==> config.mk <==
export PLATFORM = sky130hd
export DESIGN_NAME = lane_fmt_top
export DESIGN_NICKNAME = d
export VERILOG_FILES = /design/src/rtl/lane_fmt_pkg.sv /design/src/rtl/lane_fmt_justify.sv /design/src/rtl/lane_fmt_ctrl.sv /design/src/rtl/lane_fmt_dp.sv /design/src/rtl/lane_fmt_top.sv
export SDC_FILE = /design/constraint.sdc
export NUM_CORES = 1
export LEC_CHECK = 0
export BUFFER_PORTS_ARGS = -buffer_cell sky130_fd_sc_hd__buf_2
export CAP_MARGIN = 10
export CORE_MARGIN = 8
export CORE_UTILIZATION = 60
export DETAILED_ROUTE_END_ITERATION = 12
export GPL_TIMING_DRIVEN = 1
export PLACE_DENSITY_LB_ADDON = 0.25
export SLEW_MARGIN = 20
export SYNTH_ARGS = -nofsm -noshare
export SYNTH_HDL_FRONTEND = slang
export SYNTH_SLANG_ARGS = --single-unit
==> constraint.sdc <==
create_clock -name clk -period 6.98 [get_ports clk]
set_clock_uncertainty 0.2 [all_clocks]
set_input_delay 0.349 -clock clk [delete_from_list [all_inputs] [get_ports clk]]
set_output_delay 0.349 -clock clk [all_outputs]
set_load 0.01 [all_outputs]
==> src/rtl/lane_fmt_pkg.sv <==
package lane_fmt_pkg;

  localparam int NUM_LANES = 4;

  typedef enum logic [1:0] {
    FMT_DDR  = 2'd0,
    FMT_SDR1 = 2'd1,
    FMT_SDR2 = 2'd2,
    FMT_OFF  = 2'd3
  } fmt_e;

  // Strobes from control to datapath, valid for the current cycle
  typedef struct packed {
    logic                 holdHi;    // latch channel A as the strobe-high sample
    logic                 emitPair;  // present lanes 0/1 this clock
    logic                 emitSdr;   // present single-rate lanes this clock
    logic [NUM_LANES-1:0] laneEn;    // lanes used by the current mode
  } lane_ctl_t;

endpackage

==> src/rtl/lane_fmt_justify.sv <==
module lane_fmt_justify #(
  parameter int SAMPLE_W = 16,
  parameter int VB_W     = $clog2(SAMPLE_W) + 1,
  parameter int OFF_W    = $clog2(SAMPLE_W)
) (
  input  logic [SAMPLE_W-1:0] rawWord,
  input  logic [VB_W-1:0]     validBits,
  input  logic [OFF_W-1:0]    bitOffset,
  output logic [SAMPLE_W-1:0] sample
);

  logic [SAMPLE_W-1:0] shifted;
  logic                signBit;
  int                  keepBits;

  always_comb begin
    shifted = rawWord >> bitOffset;
    if (validBits == '0 || int'(validBits) > SAMPLE_W) keepBits = SAMPLE_W;
    else                                                keepBits = int'(validBits);
    signBit = shifted[keepBits-1];
  end

  always_comb begin
    for (int i = 0; i < SAMPLE_W; i++) begin
      sample[i] = (i < keepBits) ? shifted[i] : signBit;
    end
  end

endmodule

==> src/rtl/lane_fmt_ctrl.sv <==
module lane_fmt_ctrl
  import lane_fmt_pkg::*;
(
  input  logic      clk,
  input  logic      rstN,
  input  logic [1:0] fmtMode,
  input  logic      edgeSelFall,
  input  logic      strobe,
  output lane_ctl_t ctl
);

  logic strbPrev;
  logic riseSeen;
  logic fallSeen;
  logic sdrCapture;
  fmt_e fmt;

  always_ff @(posedge clk or negedge rstN) begin
    if (!rstN) strbPrev <= 1'b0;
    else       strbPrev <= strobe;
  end

  always_comb begin
    fmt        = fmt_e'(fmtMode);
    riseSeen   = strobe && !strbPrev;
    fallSeen   = !strobe && strbPrev;
    sdrCapture = edgeSelFall ? fallSeen : riseSeen;

    ctl = '0;
    unique case (fmt)
      FMT_DDR: begin
        ctl.laneEn   = 4'b0011;
        ctl.holdHi   = strobe;
        ctl.emitPair = fallSeen;   // edge select deliberately unused here
      end
      FMT_SDR1: begin
        ctl.laneEn  = 4'b0100;
        ctl.emitSdr = sdrCapture;
      end
      FMT_SDR2: begin
        ctl.laneEn  = 4'b1100;
        ctl.emitSdr = sdrCapture;
      end
      default: ctl.laneEn = 4'b0000;
    endcase
  end

endmodule

==> src/rtl/lane_fmt_dp.sv <==
module lane_fmt_dp
  import lane_fmt_pkg::*;
#(
  parameter int SAMPLE_W = 16,
  parameter int VB_W     = $clog2(SAMPLE_W) + 1,
  parameter int OFF_W    = $clog2(SAMPLE_W)
) (
  input  logic                                  clk,
  input  logic                                  rstN,
  input  lane_ctl_t                             ctl,
  input  logic [VB_W-1:0]                       validBits,
  input  logic [OFF_W-1:0]                      bitOffset,
  input  logic [SAMPLE_W-1:0]                   chanA,
  input  logic [SAMPLE_W-1:0]                   chanB,
  output logic [NUM_LANES-1:0][SAMPLE_W-1:0]    laneData,
  output logic [NUM_LANES-1:0]                  laneValid
);

  localparam int NUM_CH = 2;

  logic [NUM_CH-1:0][SAMPLE_W-1:0] rawCh;
  logic [NUM_CH-1:0][SAMPLE_W-1:0] justCh;
  logic [SAMPLE_W-1:0]             hiHold;
  logic [NUM_LANES-1:0][SAMPLE_W-1:0] laneNext;
  logic [NUM_LANES-1:0]            laneLoad;

  assign rawCh[0] = chanA;
  assign rawCh[1] = chanB;

  for (genvar c = 0; c < NUM_CH; c++) begin : g_just
    lane_fmt_justify #(
      .SAMPLE_W(SAMPLE_W), .VB_W(VB_W), .OFF_W(OFF_W)
    ) just_i (
      .rawWord  (rawCh[c]),
      .validBits(validBits),
      .bitOffset(bitOffset),
      .sample   (justCh[c])
    );
  end

  // Strobe-high sample waits here for its strobe-low partner
  always_ff @(posedge clk or negedge rstN) begin
    if (!rstN)           hiHold <= '0;
    else if (ctl.holdHi) hiHold <= justCh[0];
  end

  always_comb begin
    laneNext[0] = hiHold;
    laneNext[1] = justCh[0];
    laneNext[2] = justCh[0];
    laneNext[3] = justCh[1];
    laneLoad[0] = ctl.emitPair;
    laneLoad[1] = ctl.emitPair;
    laneLoad[2] = ctl.emitSdr;
    laneLoad[3] = ctl.emitSdr;
  end

  for (genvar l = 0; l < NUM_LANES; l++) begin : g_lane
    always_ff @(posedge clk or negedge rstN) begin
      if (!rstN) begin
        laneData[l]  <= '0;
        laneValid[l] <= 1'b0;
      end else if (!ctl.laneEn[l]) begin
        laneData[l]  <= '0;
        laneValid[l] <= 1'b0;
      end else begin
        laneValid[l] <= laneLoad[l];
        if (laneLoad[l]) laneData[l] <= laneNext[l];
      end
    end
  end

endmodule

==> src/rtl/lane_fmt_top.sv <==
module lane_fmt_top
  import lane_fmt_pkg::*;
#(
  parameter int SAMPLE_W = 16,
  parameter int VB_W     = $clog2(SAMPLE_W) + 1,
  parameter int OFF_W    = $clog2(SAMPLE_W)
) (
  input  logic                clk,
  input  logic                rstN,
  input  logic [1:0]          fmtMode,
  input  logic                edgeSelFall,
  input  logic [VB_W-1:0]     validBits,
  input  logic [OFF_W-1:0]    bitOffset,
  input  logic                strobe,
  input  logic [SAMPLE_W-1:0] chanA,
  input  logic [SAMPLE_W-1:0] chanB,
  output logic [SAMPLE_W-1:0] lane0Data,
  output logic [SAMPLE_W-1:0] lane1Data,
  output logic [SAMPLE_W-1:0] lane2Data,
  output logic [SAMPLE_W-1:0] lane3Data,
  output logic [NUM_LANES-1:0] laneValid
);

  lane_ctl_t                          ctl;
  logic [NUM_LANES-1:0][SAMPLE_W-1:0] laneData;

  lane_fmt_ctrl ctrl_i (
    .clk        (clk),
    .rstN       (rstN),
    .fmtMode    (fmtMode),
    .edgeSelFall(edgeSelFall),
    .strobe     (strobe),
    .ctl        (ctl)
  );

  lane_fmt_dp #(
    .SAMPLE_W(SAMPLE_W), .VB_W(VB_W), .OFF_W(OFF_W)
  ) dp_i (
    .clk      (clk),
    .rstN     (rstN),
    .ctl      (ctl),
    .validBits(validBits),
    .bitOffset(bitOffset),
    .chanA    (chanA),
    .chanB    (chanB),
    .laneData (laneData),
    .laneValid(laneValid)
  );

  assign lane0Data = laneData[0];
  assign lane1Data = laneData[1];
  assign lane2Data = laneData[2];
  assign lane3Data = laneData[3];

endmodule

==> results of run 1 <==
==> worst max-delay path by stage <==
stage / from / cells after the start / endpoint / slack (ps)
after global routing: strobe / 11 / dp_i.laneData[53] / 2160
after detailed placement: validBits[1] / 13 / dp_i.laneData[53] / 2340
after floorplan: validBits[2] / 16 / dp_i.laneData[17] / 2920
after CTS: strobe / 11 / dp_i.laneData[53] / 2410
final: strobe / 11 / dp_i.laneData[53] / 2290
after global placement: validBits[1] / 13 / dp_i.laneData[52] / 2520
==> cells by family after synthesis <==
family | count (synthesis) | share of synthesized area
AOI/OAI and AO/OA | 195 | 0.249
xor gates and xnor gates | 3 | 0.00435
adders and majority gates | 6 | 0.0124
buffers and inverters | 68 | 0.0631
DFF | 84 | 0.348
muxes | 66 | 0.178
and+or+nand+nor | 176 | 0.145
==> layout by cell type, fill, tap and decap left out, types with 7 or more instances in the layout <==
cell type / instances
a22oi_1: 17
a21oi_1: 15
nand2_1: 55
clkbuf_8: 9
nand2b_1: 10
buf_2: 112
mux4_2: 25
nor2_1: 29
o31ai_1: 30
a32oi_1: 11
mux2i_1: 20
nor4_1: 7
nor2b_1: 9
buf_4: 7
inv_1: 15
nor3_1: 19
dfrtp_1: 84
o21ai_0: 28
nand3_1: 16
mux2_2: 15
a22o_1: 28
==> per-stage QoR <==
step	util	total power, W
global route	0.688	0.00129
CTS	0.687	0.00123
finish	0.688	0.00123
detailed placement	0.667	0.000910
floorplan	-	0.000797
global placement	0.667	0.000899
==> cell type report <==
class,instances,share of cell area
inverter,17,0.00949
clock buffer,9,0.0184
clock inverter,7,0.00875
sequential,84,0.313
timing repair buffer,122,0.0958
multi-input combinational,446,0.530
tap,133,0.0247
==> power breakdown <==
| part | internal (W) | switching, W | leakage, nW |
|---|---|---|---|
| clock network | 0.000135 | 0.000189 | 0.0921 |
| registers | 0.000520 | 0.0000228 | 1.14 |
| logic | 0.000135 | 0.000233 | 1.85 |
| total | 0.000790 | 0.000444 | 3.09 |
==> routing by layer <==
metal,track usage,vias to the layer above,part of all wire
met5,0,-,0
met4,0.0959,0,0.026
met3,0.0491,51,0.090
met2,0.471,368,0.48
met1,0.390,2826,0.40
li1,-,2486,-
==> flip-flops by register name, indices dropped and copies added, names as in the netlist <==
signal           cells
ctrl_i.strbPrev      1
dp_i.hiHold         16
dp_i.laneData       64
dp_i.laneValid       3
==> critical path: cells and delay by family <==
| family | cells | cell delay, ps |
|---|---|---|
| AOI/OAI and AO/OA | 2 | 1130 |
| and+or+nand+nor | 6 | 1960 |
| buffers and inverters | 3 | 1240 |
==> timing repair <==
item / CTS / global route
hold endpoints to repair: 35 / 0
hold buffers: 2 / 0
setup buffers: 0 / 0
==> reports/results.ini, run 1 <==
[setup_path]
crit_top_cell = nand2_1
cpMaxStageDelayCell = o22ai_1
cp_max_fo = 21
worstPathRequired_ps = 6970
rr_startpoint = ctrl_i.strbPrev
crit_chain = dlygate4sd3_1 -> buf_2 -> and3b_1 -> or2_2 -> nand2_1 -> inv_1 -> nand2_1 -> nor2_1 -> and4_1 -> o22ai_1 -> o21ai_0
crit_path_start_kind = input pin
max_stage_delay_ps = 880
end_kind = flip-flop
critical_path_class = input pin to flip-flop
cp.arrival_ps = 4680
r2r-end = dp_i.laneData[53]
reg2reg_depth = 9
r2r_setup_slack_ps = 2530

[synth]
syn_area_um2 = 6040
ys_seq_area_frac = 0.348
synth-seq-cells = 84
yosys.area.top_type = dfrtp_1
synth_cell_types = 77
synthTopCellsByCount = 84 x dfrtp_1, 55 x nand2_1, 30 x o31ai_1
syn_area_per_cell_um2 = 10.1
synth_top_area_share = 0.348
synth_ff_type = dfrtp_1
postSynthNetCount = 651
synth_enable_flop_cells = 0
synth_cells = 598
synth.area.top_cells = dfrtp_1 35%, mux4_2 9.3%, a22o_1 4.1%, o31ai_1 3.7%, nand2_1 3.4%
yosysWarnings = 0
ys_async_sr_fraction = 1.00
yosysMostFrequentCell = dfrtp_1

[grt]
antenna_found_initial = 0
grt_use_total = 0.292
grt_pass1_vias = 5484
grt_max_degree = 85
grt_pass1_wl_mm = 30.5
overflow = 0

[sta]
worst_slack_ps = 2290
fmax_mhz = 213
final.setup.tns_ps = 0
tightest_slew_ps = 1160
hold_viol = 0
whs_ps = 279
setup_viol = 0
rsz0062_at_grt = false
fin_crit_ps = 4690
report.final.slew_viol_count = 0
finalCritPeriodShare = 0.672
slew_headroom = 0.226

[place]
numPortBuffers = 114
dp_hpwl_mm = 14.8
dp_cells = 800
place_ws_ps = 2340
place.gp.congestion = 0.928
place_area_um2 = 6520

[final_layout]
nets = 733
num-fill-cells = 793
final_layout_size_suffix_gt1_frac = 0.291
multi_input_area_um2 = 3560
instances_no_fill = 818
antenna_cells = 0
design_area_um2 = 6720
register_area_um2 = 2100
area_delta_synth_final_pct = 11.2

[floorplan]
dieHeight_um = 116
dieWidth_um = 116
rows = 36
core_area_um2 = 9770
die_area_um2 = 13500
start_util = 0.618
io_pins = 115

[hold_path]
min-delay-start = dp_i.laneData[29]
hold_path.class = flip-flop to flip-flop
min_to = dp_i.laneData[29]
holdPathStages = 2

[run]
drv_cap = 0

[detailed_routing]
drt_pass1_iterations = 7
drt-total-wl_mm = 19.5
wl_per_cell_um = 23.9
viasPerCell = 7.01
num_vias = 5731
drt-initial-drc-count = 622
drc = 0
antenna_left = 0

[power]
pwr_density_cell_nw_per_um2 = 184
max-vdd-ir-drop_mv = 0.115
p_leak_nw = 3.09

[cts]
clk_pin_slew_worst_paths_ps = 100
cts_tree = built
cts.path.max_buffers = 2
cts.sinks = 84
cts_buffers = 9
clock_latency_ps = 350
htreeDepth = 3
post_cts_resized = 0
clockRootBuffer = clkbuf_8

[run_status]
status = finished, final reports clean

No activity file was read; power rests on OpenSTA's default activity.
==> inputs of run 2 (changes only) <==
Settings changed: ABC_AREA from default to 1, CORE_UTILIZATION 60 to 51.
Clock period 6.98 ns to 4 ns, I/O delays scaled along.
==> run 2 against run 1 <==
  * Power is 93% higher
  * Via count decreased by 0.82%
  * Combinational power rose by 67%
  * First-iteration DRC count increased by 16%
  * Die area rose by 10%
  * Clock power rose to 2.6 times the previous value
  * Critical endpoint is now dp_i.laneData[29]
  * Routed wire length is 16% lower
  * Sequential power rose by 74%
  * Synthesized area down 5.0%
==> reports/results.ini, run 2 <==
[synth]
ys_async_sr_fraction = 1.00
synthTopCellsByCount = 302 x nand2_1, 193 x nand3_1, 84 x dfrtp_1
synth_cell_types = 32
synth_ff_type = dfrtp_1
synth_enable_flop_cells = 0
yosysWarnings = 0
syn_area_um2 = 5740
synth_cells = 805
synth-seq-cells = 84
synth_top_area_share = 0.366
synth.area.top_cells = dfrtp_1 37%, nand2_1 20%, nand3_1 17%, nand3_4 4.3%, inv_1 2.5%
syn_area_per_cell_um2 = 7.13
yosysMostFrequentCell = nand2_1
ys_seq_area_frac = 0.366
postSynthNetCount = 858
yosys.area.top_type = dfrtp_1

[final_layout]
top_regs = dp_i.laneData: 64 flops, dp_i.hiHold: 16 flops, dp_i.laneValid: 3 flops
final_layout_size_suffix_gt1_frac = 0.209
instances_no_fill = 1035
largest_reg_flops = 64
final_cell_mix = 302 x nand2_1, 193 x nand3_1, 113 x buf_2, 84 x dfrtp_1, 38 x inv_1
nets = 943
final_common_cell = nand2_1
num-fill-cells = 1060
area_delta_synth_final_pct = 14.0
regMostFlops = dp_i.laneData
antenna_cells = 0

[setup_path]
worstPathRequired_ps = 4020
reg2reg_depth = 8
worst-path-stages = 14
max_stage_delay_ps = 500
r2r-end = dp_i.laneData[62]
cpMaxStageDelayCell = ha_1
crit_chain = buf_2 -> nor2_1 -> nand3_1 -> ha_1 -> nor2_1 -> inv_2 -> ha_1 -> inv_1 -> nand3_1 -> nand3_1 -> nand2_4 -> nand3_1 -> nand3_1 -> nand2_1
crit_start = validBits[1]
cp.arrival_ps = 2970
rr_startpoint = ctrl_i.strbPrev
crit_path_start_kind = input pin
crit_top_cell = nand3_1
end_kind = flip-flop
r2r_setup_slack_ps = 1690
cp_top_family = simple AND/OR/NAND/NOR gates
cp_max_fo = 17
critical_path_class = input pin to flip-flop
critPathBufInv = 3
cp-endpoint = dp_i.laneData[29]

[run_status]
status = finished, final reports clean

[detailed_routing]
wl_per_cell_um = 15.9
drt-total-wl_mm = 16.5
num_vias = 5684
drc = 0
drt-initial-drc-count = 719
viasPerCell = 5.49
drt_pass1_iterations = 5
antenna_left = 0

[power]
seq_power_share = 0.396
p_clk_frac = 0.347
switching_share = 0.356
p_switching_w = 0.000849
pwr_density_cell_nw_per_um2 = 364
max-vdd-ir-drop_mv = 0.250
pwr-share-comb = 0.257
intPower_w = 0.00154
p_leak_nw = 3.70

[run]
drv_cap = 0

[floorplan]
die_area_um2 = 14900
io_pins = 115
core_area_um2 = 10900
rows = 38
dieHeight_um = 122
start_util = 0.525
dieWidth_um = 122

[grt]
overflow = 0
grt_use_total = 0.224
grt_max_degree = 85
antenna_found_initial = 0
grt_pass1_wl_mm = 27.1
grt_pass1_vias = 5411

[place]
numPortBuffers = 114
dp_cells = 1017
place.gp.congestion = 0.935
dp_hpwl_mm = 12.2

[sta]
report.final.slew_viol_count = 0
fmax_mhz = 340
whs_ps = 169
final.setup.tns_ps = 0
tightest_slew_ps = 1040
fin_crit_ps = 2940
slew_headroom = 0.303
hold_viol = 0
rsz0062_at_grt = false
finalCritPeriodShare = 0.736
setup_viol = 0

[cts]
clock_latency_ps = 340
post_cts_resized = 0
cts_buffers = 9
cts.sinks = 84
htreeDepth = 3
clockRootBuffer = clkbuf_16
clk_pin_slew_worst_paths_ps = 70
cts.path.max_buffers = 2
cts_tree = built

[hold_path]
holdPathStages = 5
hold_path.class = input pin to flip-flop

run 2: cell count changes in the layout (fill, tap and decap cells not counted), moves of 20 or more:
cell | before | now
nand3_1 | 16 | 193
o31ai_1 | 30 | 0
nand2_1 | 55 | 302
mux2i_1 | 20 | 0
mux4_2 | 25 | 0
o21ai_0 | 28 | 7
inv_1 | 15 | 38
run 2: cells by family (layout without fill, tap and decap cells):
group / after synthesis / in the layout / synth area share
DFF: 84 / 84 / 0.366
and+or+nand+nor: 571 / 571 / 0.476
AOI/OAI and AO/OA: 52 / 52 / 0.0580
buffers and inverters: 90 / 180 / 0.0815
adders and majority gates: 6 / 6 / 0.0131
xor gates and xnor gates: 2 / 2 / 0.00567
run 2: final cells by class:
cell class	instances	area, µm²	area share
clock buffers	9	225	0.0344
clock inverters	7	73.8	0.0113
inverters	45	171	0.0262
multi-input cells	631	3180	0.485
flip-flops and latches	84	2100	0.321
well taps	140	175	0.0268
repair buffers	119	619	0.0947
run 2: power by group through the flow:
stage / registers [W] / clock network (W) / logic, W
after floorplan: 0.000959 / 0 / 0.000461
after global placement: 0.000956 / 0 / 0.000601
after detailed placement: 0.000958 / 0 / 0.000606
after CTS: 0.000943 / 0.000841 / 0.000610
after global routing: 0.000951 / 0.000863 / 0.000686
final: 0.000944 / 0.000827 / 0.000613
run 2: worst min path at each step:
stage,startpoint,endpoint,slack [ps]
after detailed placement,strobe,ctrl_i.strbPrev,150
after floorplan,rstN,ctrl_i.strbPrev,-300
after global placement,strobe,ctrl_i.strbPrev,140
final,validBits[2],dp_i.laneData[53],170
after CTS,validBits[2],dp_i.laneData[53],150
after global routing,edgeSelFall,dp_i.laneValid[2],190
run 2: what timing repair did:
item	4_1_cts	5_1_grt
hold buffers	2	0
setup buffers	0	0
endpoints found under the hold margin	85	0
run 2: metrics by stage:
| stage | setup slack, ps | power (W) | util | area (µm²) |
|---|---|---|---|---|
| 3_3_place_gp | 819 | 0.00156 | 0.568 | 6210 |
| 3_5_place_dp | 742 | 0.00156 | 0.569 | 6220 |
| 2_1_floorplan | 976 | 0.00142 | - | 5740 |
| 6_report | 1060 | 0.00238 | 0.598 | 6540 |
| 4_1_cts | 1080 | 0.00239 | 0.598 | 6540 |
| 5_1_grt | 674 | 0.00250 | 0.598 | 6540 |
run 2: worst min-delay path, delay by kind of cell:
family          cells  cell delay, ps
simple gates        3             220
compound gates      1             150
buf+inv             1             110
run 2: routing by layer:
metal | vias up | GRT usage | share of wire
met3 | 22 | 0.0352 | 0.062
met4 | 0 | 0.0625 | 0.017
met5 | - | 0 | 0
met2 | 191 | 0.358 | 0.46
met1 | 2642 | 0.308 | 0.46
li1 | 2829 | - | -
==> inputs of run 3 (changes only) <==
Settings changed: CORE_UTILIZATION 51 to 56.
Clock period 4 ns to 3 ns, I/O delays scaled along.
==> run 3 against run 2 <==
  * Final cell count up 1.5%
  * Critical path depth is 3 higher
  * Flip-flop and latch count is the same
  * Sequential power rose by 33%
  * Utilization rose by 5.2 points
  * Register-to-register slack worse by 1100 ps
  * Critical path type unchanged
  * Largest cell class unchanged
==> reports/results.ini, run 3 (synthesized netlist as in run 2, its figures left out) <==
[cts]
clk_pin_slew_worst_paths_ps = 90
clock_latency_ps = 370
htreeDepth = 3
cts_setup_buffers = 0
cts_tree = built
cts.sinks = 84
clockRootBuffer = clkbuf_8
cts.path.max_buffers = 2
cts_buffers = 9
post_cts_resized = 0

[setup_path]
r2r_setup_slack_ps = 600
end_kind = flip-flop
worstPathRequired_ps = 3070
cp.arrival_ps = 2610
r2r-end = dp_i.laneData[61]
critical_path_class = input pin to flip-flop
crit_top_cell = nand2_1
reg2reg_depth = 7
max_stage_delay_ps = 370
crit_chain = buf_2 -> nor2_1 -> nand3_1 -> ha_1 -> nor2_1 -> inv_2 -> ha_1 -> inv_1 -> o21ai_0 -> a21oi_1 -> nor2_1 -> a21oi_1 -> nand2_1 -> nand2_2 -> nand2_1 -> nand2_1 -> nand2_1
crit_path_start_kind = input pin
cp_max_fo = 16
cpMaxStageDelayCell = ha_1
rr_startpoint = ctrl_i.strbPrev

[floorplan]
start_util = 0.566
dieHeight_um = 117
rows = 37
dieWidth_um = 117
core_area_um2 = 10100
io_pins = 115
die_area_um2 = 13700

[final_layout]
antenna_cells = 0
regMostFlops = dp_i.laneData
register_area_um2 = 2100
final_common_cell = nand2_1
largest_reg_flops = 64
multi_input_area_um2 = 3180
final_layout_size_suffix_gt1_frac = 0.226
area_delta_synth_final_pct = 14.8
final_cell_mix = 302 x nand2_1, 193 x nand3_1, 113 x buf_2, 84 x dfrtp_1, 38 x inv_1
top_regs = dp_i.laneData: 64 flops, dp_i.hiHold: 16 flops, dp_i.laneValid: 3 flops
num-fill-cells = 957
design_area_um2 = 6590
nets = 963

[detailed_routing]
drt-initial-drc-count = 647
antenna_left = 0
drt-total-wl_mm = 17.4
viasPerCell = 5.64
num_vias = 5924
wl_per_cell_um = 16.6
drt_pass1_iterations = 5
drc = 0

[power]
p_leak_nw = 3.76
switching_share = 0.373
intPower_w = 0.00181
max-vdd-ir-drop_mv = 0.224
seq_power_share = 0.437
p_total_w = 0.00288
p_switching_w = 0.00107
pwr-share-comb = 0.305
pwr_density_cell_nw_per_um2 = 437
p_clk_frac = 0.258

[hold_path]
min-delay-start = edgeSelFall
holdPathStages = 5
min_to = dp_i.laneData[33]
hold_path.class = input pin to flip-flop

[sta]
fmax_mhz = 394
slew_headroom = 0.372
report.final.slew_viol_count = 0
tightest_slew_ps = 941
rsz0062_at_grt = false
fin_crit_ps = 2540
finalCritPeriodShare = 0.846
setup_viol = 0
hold_viol = 0
final.setup.tns_ps = 0

[place]
place.gp.congestion = 0.955
numPortBuffers = 114
dp_hpwl_mm = 13.7
place_area_um2 = 6380

[run]
drv_cap = 0

[grt]
grt_max_degree = 85
grt_use_total = 0.259
overflow = 0
grt_pass1_wl_mm = 27.7
antenna_found_initial = 0
grt_pass1_vias = 5599

[run_status]
status = finished, final reports clean

-- run 3: repair_timing --
action / 4_1_cts / 5_1_grt
setup endpoints to repair: 0 / 0
hold endpoints to repair: 85 / 0
hold buffers: 2 / 0
-- run 3: worst max-delay path: cells and delay by family --
kind,cells,cell delay (ps)
AO/OA/AOI/OAI,3,360
AND/OR/NAND/NOR,9,1000
adder cells (fa/ha/maj),2,690
buffers and inverters,3,400
-- run 3: layout make-up --
cell class	count	share of cell area
Sequential cell	84	0.319
Clock buffer	9	0.0188
Multi-Input combinational cell	631	0.482
Clock inverter	7	0.00797
Timing Repair Buffer	139	0.121
Inverter	45	0.0260
Tap cell	136	0.0258
-- run 3: worst max-delay path by stage --
stage,startpoint,endpoint,cells after the start
floorplan,validBits[1],dp_i.laneData[54],20
global placement,validBits[1],dp_i.laneData[56],17
detailed placement,validBits[1],dp_i.laneData[52],17
CTS,validBits[1],dp_i.laneData[52],17
global route,validBits[1],dp_i.laneData[51],17
finish,validBits[2],dp_i.laneData[52],17
-- run 3: power by group through the flow --
stage	sequential (W)	combinational (W)	clock (W)
after floorplan	0.00128	0.000615	0
after global placement	0.00127	0.000859	0
after detailed placement	0.00128	0.000870	0
after CTS	0.00126	0.000874	0.000751
after global routing	0.00127	0.000969	0.000795
final	0.00126	0.000877	0.000744
-- run 3: metrics by stage --
stage          setup WS, ps   util  hold slack [ps]  cells
6_report                462  0.650             87.8   1051
5_1_grt                 205  0.650              141   1051
4_1_cts                 494  0.649             74.4   1051
3_5_place_dp           85.1  0.630             97.3   1033
3_3_place_gp            164  0.630             87.6   1033
2_1_floorplan          25.7      -             -346    805
-- run 3: layer usage --
metal | global-route usage | part of all wire | up-vias
li1 | - | - | 2870
met1 | 0.338 | 0.43 | 2791
met2 | 0.422 | 0.47 | 233
met3 | 0.0441 | 0.077 | 30
met4 | 0.0930 | 0.025 | 0
met5 | 0 | 0 | -
